<file path="config.mk">
export PLATFORM = sky130hd
export DESIGN_NAME = trap_int_alu
export DESIGN_NICKNAME = d
export VERILOG_FILES = /design/src/rtl/tiu_pkg.sv /design/src/rtl/tiu_addsub.sv /design/src/rtl/tiu_shifter.sv /design/src/rtl/tiu_compare.sv /design/src/rtl/trap_int_alu.sv
export SDC_FILE = /design/constraint.sdc
export NUM_CORES = 1
export LEC_CHECK = 0
export BUFFER_PORTS_ARGS = -buffer_cell sky130_fd_sc_hd__buf_2
export CAP_MARGIN = 20
export CORE_AREA = 2 2 156 158
export DETAILED_ROUTE_END_ITERATION = 6
export DIE_AREA = 0 0 158 160
export GPL_TIMING_DRIVEN = 1
export PLACE_DENSITY = 0.75
export SLEW_MARGIN = 20
export SYNTH_ARGS = -nofsm -noshare
export SYNTH_HDL_FRONTEND = slang
export SYNTH_SLANG_ARGS = --single-unit
</file>
<file path="constraint.sdc">
create_clock -name vclk -period 7.56
set_input_delay 1.512 -clock vclk [all_inputs]
set_output_delay 1.512 -clock vclk [all_outputs]
set_load 0.01 [all_outputs]
</file>
<file path="src/rtl/tiu_pkg.sv">
package tiu_pkg;
    localparam int OP_W = 6;

    typedef enum logic [OP_W-1:0] {
        OP_ADD_CHK  = 6'd0,
        OP_ADD_WRAP = 6'd1,
        OP_SUB_CHK  = 6'd2,
        OP_SUB_WRAP = 6'd3,
        OP_AND      = 6'd4,
        OP_OR       = 6'd5,
        OP_XOR      = 6'd6,
        OP_NOR      = 6'd7,
        OP_NOT      = 6'd8,
        OP_NEG_CHK  = 6'd9,
        OP_NEG_WRAP = 6'd10,
        OP_ABS      = 6'd11,
        OP_SHL      = 6'd12,
        OP_SHR      = 6'd13,
        OP_SAR      = 6'd14,
        OP_ROTL     = 6'd15,
        OP_ROTR     = 6'd16,
        OP_SET_EQ   = 6'd17,
        OP_SET_NE   = 6'd18,
        OP_SET_LT   = 6'd19,
        OP_SET_LE   = 6'd20,
        OP_SET_GT   = 6'd21,
        OP_SET_GE   = 6'd22,
        OP_SET_LTU  = 6'd23,
        OP_SET_LEU  = 6'd24,
        OP_SET_GTU  = 6'd25,
        OP_SET_GEU  = 6'd26,
        OP_TRP_EQ   = 6'd27,
        OP_TRP_NE   = 6'd28,
        OP_TRP_LT   = 6'd29,
        OP_TRP_LTU  = 6'd30,
        OP_TRP_GE   = 6'd31,
        OP_TRP_GEU  = 6'd32
    } op_e;

    localparam logic [OP_W-1:0] OP_LAST = 6'd32;

    typedef enum logic [2:0] {
        SH_LL  = 3'd0,
        SH_RL  = 3'd1,
        SH_RA  = 3'd2,
        SH_ROL = 3'd3,
        SH_ROR = 3'd4
    } shmode_e;
endpackage

</file>
<file path="src/rtl/tiu_addsub.sv">
module tiu_addsub #(
    parameter int W = 32
) (
    input  logic [W-1:0] a,
    input  logic [W-1:0] b,
    input  logic         sub,
    output logic [W-1:0] sum,
    output logic         ovf
);
    logic [W-1:0] b_x;

    always_comb begin
        b_x = sub ? ~b : b;
        sum = a + b_x + {{(W-1){1'b0}}, sub};
        ovf = (a[W-1] == b_x[W-1]) && (sum[W-1] != a[W-1]);
    end
endmodule

</file>
<file path="src/rtl/tiu_shifter.sv">
module tiu_shifter
    import tiu_pkg::*;
#(
    parameter int W = 32
) (
    input  logic [W-1:0]         din,
    input  logic [$clog2(W)-1:0] amt,
    input  shmode_e              mode,
    output logic [W-1:0]         dout
);
    localparam int SH_W = $clog2(W);

    function automatic logic [W-1:0] step(input logic [W-1:0] cur,
                                          input shmode_e m,
                                          input int s);
        logic [W-1:0] r;
        case (m)
            SH_LL:   r = cur << s;
            SH_RL:   r = cur >> s;
            SH_RA:   r = W'($signed(cur) >>> s);
            SH_ROL:  r = (cur << s) | (cur >> (W - s));
            SH_ROR:  r = (cur >> s) | (cur << (W - s));
            default: r = cur;
        endcase
        return r;
    endfunction

    logic [SH_W:0][W-1:0] stg;

    assign stg[0] = din;

    for (genvar k = 0; k < SH_W; k++) begin : g_stage
        assign stg[k+1] = amt[k] ? step(stg[k], mode, 2**k) : stg[k];
    end

    assign dout = stg[SH_W];
endmodule

</file>
<file path="src/rtl/tiu_compare.sv">
module tiu_compare #(
    parameter int W = 32
) (
    input  logic [W-1:0] a,
    input  logic [W-1:0] b,
    output logic         eq,
    output logic         lt_s,
    output logic         lt_u
);
    always_comb begin
        eq   = (a == b);
        lt_u = (a < b);
        lt_s = ($signed(a) < $signed(b));
    end
endmodule

</file>
<file path="src/rtl/trap_int_alu.sv">
module trap_int_alu
    import tiu_pkg::*;
#(
    parameter int W     = 32,
    parameter int IMM_W = 16
) (
    input  logic [OP_W-1:0]  op_code,
    input  logic [W-1:0]     src_a,
    input  logic [W-1:0]     src_b,
    input  logic [IMM_W-1:0] imm_val,
    input  logic             use_imm,
    output logic [W-1:0]     result,
    output logic             ovf_exc,
    output logic             trap_hit
);
    localparam int SH_W = $clog2(W);

    op_e          op;
    logic         zext;
    logic [W-1:0] imm_wide;
    logic [W-1:0] opnd_b;

    assign op = op_e'(op_code);

    always_comb begin
        zext     = (op == OP_AND) || (op == OP_OR) || (op == OP_XOR) || (op == OP_NOR);
        imm_wide = zext ? {{(W-IMM_W){1'b0}}, imm_val}
                        : {{(W-IMM_W){imm_val[IMM_W-1]}}, imm_val};
        opnd_b   = use_imm ? imm_wide : src_b;
    end

    // binary add / subtract
    logic         is_sub;
    logic [W-1:0] bin_sum;
    logic         bin_ovf;

    assign is_sub = (op == OP_SUB_CHK) || (op == OP_SUB_WRAP);

    tiu_addsub #(.W(W)) u_bin (
        .a   (src_a),
        .b   (opnd_b),
        .sub (is_sub),
        .sum (bin_sum),
        .ovf (bin_ovf)
    );

    // unary negate: 0 - a
    logic [W-1:0] neg_val;
    logic         neg_ovf;

    tiu_addsub #(.W(W)) u_neg (
        .a   ({W{1'b0}}),
        .b   (src_a),
        .sub (1'b1),
        .sum (neg_val),
        .ovf (neg_ovf)
    );

    // shifts and rotates
    shmode_e      sh_mode;
    logic [W-1:0] sh_out;

    always_comb begin
        unique case (op)
            OP_SHR:  sh_mode = SH_RL;
            OP_SAR:  sh_mode = SH_RA;
            OP_ROTL: sh_mode = SH_ROL;
            OP_ROTR: sh_mode = SH_ROR;
            default: sh_mode = SH_LL;
        endcase
    end

    tiu_shifter #(.W(W)) u_shift (
        .din  (src_a),
        .amt  (opnd_b[SH_W-1:0]),
        .mode (sh_mode),
        .dout (sh_out)
    );

    // relations
    logic c_eq, c_lt, c_ltu;

    tiu_compare #(.W(W)) u_cmp (
        .a    (src_a),
        .b    (opnd_b),
        .eq   (c_eq),
        .lt_s (c_lt),
        .lt_u (c_ltu)
    );

    function automatic logic [W-1:0] bool_w(input logic v);
        return {{(W-1){1'b0}}, v};
    endfunction

    always_comb begin
        result   = '0;
        ovf_exc  = 1'b0;
        trap_hit = 1'b0;
        case (op)
            OP_ADD_CHK, OP_SUB_CHK: begin
                result  = bin_sum;
                ovf_exc = bin_ovf;
            end
            OP_ADD_WRAP, OP_SUB_WRAP: result = bin_sum;
            OP_AND:      result = src_a & opnd_b;
            OP_OR:       result = src_a | opnd_b;
            OP_XOR:      result = src_a ^ opnd_b;
            OP_NOR:      result = ~(src_a | opnd_b);
            OP_NOT:      result = ~src_a;
            OP_NEG_CHK: begin
                result  = neg_val;
                ovf_exc = neg_ovf;
            end
            OP_NEG_WRAP: result = neg_val;
            OP_ABS: begin
                result  = src_a[W-1] ? neg_val : src_a;
                ovf_exc = src_a[W-1] & neg_ovf;
            end
            OP_SHL, OP_SHR, OP_SAR, OP_ROTL, OP_ROTR: result = sh_out;
            OP_SET_EQ:   result = bool_w(c_eq);
            OP_SET_NE:   result = bool_w(!c_eq);
            OP_SET_LT:   result = bool_w(c_lt);
            OP_SET_LE:   result = bool_w(c_lt || c_eq);
            OP_SET_GT:   result = bool_w(!(c_lt || c_eq));
            OP_SET_GE:   result = bool_w(!c_lt);
            OP_SET_LTU:  result = bool_w(c_ltu);
            OP_SET_LEU:  result = bool_w(c_ltu || c_eq);
            OP_SET_GTU:  result = bool_w(!(c_ltu || c_eq));
            OP_SET_GEU:  result = bool_w(!c_ltu);
            OP_TRP_EQ:   trap_hit = c_eq;
            OP_TRP_NE:   trap_hit = !c_eq;
            OP_TRP_LT:   trap_hit = c_lt;
            OP_TRP_LTU:  trap_hit = c_ltu;
            OP_TRP_GE:   trap_hit = !c_lt;
            OP_TRP_GEU:  trap_hit = !c_ltu;
            default: begin
                result   = '0;
                ovf_exc  = 1'b0;
                trap_hit = 1'b0;
            end
        endcase
    end
endmodule

</file>
==> flow_metrics.env <==
export IMPL_status="finished, final reports clean"
export IMPL_met3_length_um=8060
export IMPL_p_per_area_mw_per_mm2=86.2
export IMPL_drc=0
export IMPL_dp_hpwl_um=47000
export IMPL_postRouteAntennaNets=0
export IMPL_hold_buffers=0
export IMPL_port_buffers=121
export IMPL_cp_required_ns=6.05
export IMPL_synth_compound_area_share_pct=38.5
export IMPL_cp_max_fo=10
export IMPL_ir_drop_uv=48.7
export IMPL_layout_setup_ws_ns=0.103
export IMPL_via_count=15200
export IMPL_grt_pass1_wl_um=88900
export IMPL_n_antenna_cell=0
export IMPL_gp_congestion=1.10
export IMPL_die_area_mm2=0.0253
export IMPL_synth_xor_area_share_pct=7.02
export IMPL_grt_overflow=0
export IMPL_crit_arrival_ns=5.95
export IMPL_io_pins=121
export IMPL_die_h_um=160
export IMPL_yosysSeqAreaShare_pct=0
export IMPL_rsz0062_at_grt="false"
export IMPL_finalCritPeriodShare_pct=98.6
export IMPL_maxUsedRoutingLayer="met5"
export IMPL_total_power_mw=1.11
export IMPL_grt_start_max_net_pins=73
export IMPL_met1Wirelength_um=23000
export IMPL_drive_gt1_share_pct=16.1
export IMPL_yosysUniqueCellTypes=88
export IMPL_worst_pin_slew_ns=1.13
export IMPL_hold_path_class="primary input to output pin"
export IMPL_regArea_um2=0
export IMPL_grt_total_usage_pct=46.5
export IMPL_synthesis_area_mm2=0.0116
export IMPL_synth_warnings=0
export IMPL_synthAdderAreaFrac_pct=15.9
export IMPL_initialDrtViolationCount=2429
export IMPL_syn_avg_cell_area_um2=6.69
export IMPL_nets=2045
export IMPL_die_x_um=158
export IMPL_postSynthCellCount=1734
export IMPL_slew_limit_headroom_pct=24.0
export IMPL_grt_pass1_vias=13700
export IMPL_hp_start="op_code[0]"
export IMPL_maxCapViolCount=0
export IMPL_start_util_pct=48.7
export IMPL_vias_per_cell=7.12
export IMPL_synth_mux_area_share_pct=9.83
export IMPL_wl_met2_um=24500
export IMPL_clock_buffers=0
export IMPL_max_freq_mhz=134
export IMPL_area_delta_synth_final_pct=11.3
export IMPL_place_ws_ns=0.149
export IMPL_drt_wl_total_um=60400
export IMPL_fin_setup_tns_ns=0
export IMPL_drt_pass1_iter_count=6
export IMPL_final_area_mm2=0.0129
export IMPL_antenna_found_initial=1
export IMPL_post_route_util_pct=54.2
export IMPL_syn_num_nets=1968
export IMPL_placed_area_mm2=0.0129
export IMPL_slew_viol_final=0
export IMPL_setup_violations=0
export IMPL_rows=57
export IMPL_critPathKind="primary input to output pin"
export IMPL_design_seq_count=0
export IMPL_min_path_cells=4
export IMPL_fp_coreArea_mm2=0.0238
export IMPL_power_leakage_nw=5.54
export IMPL_synth_top_family_by_area="compound AO/OA/AOI/OAI gates"
export IMPL_fin_crit_ns=7.46
export IMPL_hold_violations=0
export IMPL_synthSimpleGateAreaFrac_pct=19.9
export IMPL_critPathLaunchType="primary input"
export IMPL_wl_per_cell_um=28.3
export IMPL_min_to="ovf_exc"
export IMPL_end_kind="output pin"
## power by group
| group | switching, mW | total, mW | internal (mW) | leakage [nW] |
|---|---|---|---|---|
| combinational | 0.723 | 1.11 | 0.391 | 5.54 |
| sequential | 0 | 0 | 0 | 0 |
| clock | 0 | 0 | 0 | 0 |
| total | 0.723 | 1.11 | 0.391 | 5.54 |
## cells in the mapped netlist (7+ instances only)
library cell / count / area (um^2)
o31ai_1: 26 / 195
o311ai_0: 8 / 70.1
a211o_1: 12 / 105
xnor2_1: 83 / 727
inv_1: 95 / 357
a22oi_1: 7 / 52.6
a211oi_1: 46 / 345
nor2_1: 142 / 533
and2_1: 9 / 56.3
o221ai_1: 21 / 184
or3_1: 12 / 75.1
a31oi_1: 28 / 175
a21oi_1: 153 / 766
a21o_1: 18 / 135
or4_1: 10 / 75.1
o21ai_0: 130 / 651
nand3_1: 47 / 235
clkbuf_1: 106 / 398
buf_2: 16 / 80.1
a311oi_1: 7 / 61.3
a221oi_1: 35 / 307
nand2b_1: 19 / 119
nor4_1: 17 / 106
o21ai_1: 7 / 35.0
ha_1: 146 / 1830
mux2i_1: 78 / 781
nor2b_1: 12 / 75.1
nand2_1: 109 / 409
o32ai_1: 8 / 70.1
mux4_2: 12 / 270
xor2_1: 10 / 87.6
nand4_1: 9 / 56.3
nor3_1: 67 / 335
o22ai_1: 41 / 257
o211ai_1: 33 / 248
and3_1: 8 / 50.1
buf_1: 24 / 90.1
## how the worst max path moves through the flow
stage          startpoint    endpoint  slack [ns]
3_5_place_dp   op_code[4]    trap_hit        0.15
5_1_grt        op_code[4]    trap_hit        0.02
6_report       op_code[4]  result[27]        0.10
2_1_floorplan     use_imm  result[27]        0.70
4_1_cts        op_code[4]    trap_hit        0.11
3_3_place_gp   op_code[4]  result[27]        0.31
## critical path, stage by stage
cell      delay, ns
buf_2          0.13
nor4_2         0.61
nand2_4        0.31
buf_4          0.25
xnor2_1        0.12
ha_1           0.34
o21ai_0        0.12
a21oi_1        0.22
o41ai_1        0.11
buf_4          0.16
o21ai_0        0.40
nor3_1         0.10
buf_4          0.17
o211ai_1       0.46
a41oi_1        0.23
xnor2_1        0.18
a221o_1        0.34
buf_2          0.16
## through the flow
step	cells	hold slack [ns]
after global placement	2133	3.60
after global routing	2133	3.62
after floorplan	1734	3.29
final	2133	3.60
after CTS	2133	3.58
after detailed placement	2133	3.58
## layout make-up
type                            instances  area, um^2
Inverter                               98         368
Fill cell                            2437       10900
Tap cell                              324         405
Timing Repair Buffer                  231        1480
Multi-Input combinational cell       1480       10700
## cells by family after synthesis
| logic type | after synthesis |
|---|---|
| and+or+nand+nor | 482 |
| buffers and inverters | 254 |
| AOI/OAI and AO/OA | 662 |
| xor gates and xnor gates | 93 |
| adders and majority gates | 147 |
| muxes | 96 |
## layer usage
layer  vias to the layer above  GRT usage (%)
li1                       6694              -
met1                      7121           63.1
met2                      1150           66.1
met3                       218           9.82
met4                         2           29.4
met5                         -              0
## placed cells by master, fill, tap and decap left out, drive strengths merged, types with 7 or more instances in the layout
cell type	count
o311ai	12
a21o	18
xor2	10
nor2b	12
a311oi	7
buf	231
nor4	17
nand2	110
a211o	12
mux2i	80
o32ai	8
o221ai	21
a21oi	154
ha	146
o31ai	26
o21ai	138
and2	9
or4	10
nand2b	19
xnor2	83
a221oi	39
or3	12
nor3	68
inv	96
nor2	142
a31oi	28
and3	8
nand3	47
o211ai	33
mux4	12
a22oi	7
o22ai	43
nand4	9
a211oi	47
a2111oi	8
## timing repair
item | in CTS | in global routing
gates resized for setup | 0 | 6
setup buffers | 0 | 0
hold endpoints to repair | 0 | 0
endpoints found under the setup margin | 0 | 3
Power figures use the tool's default switching activity.
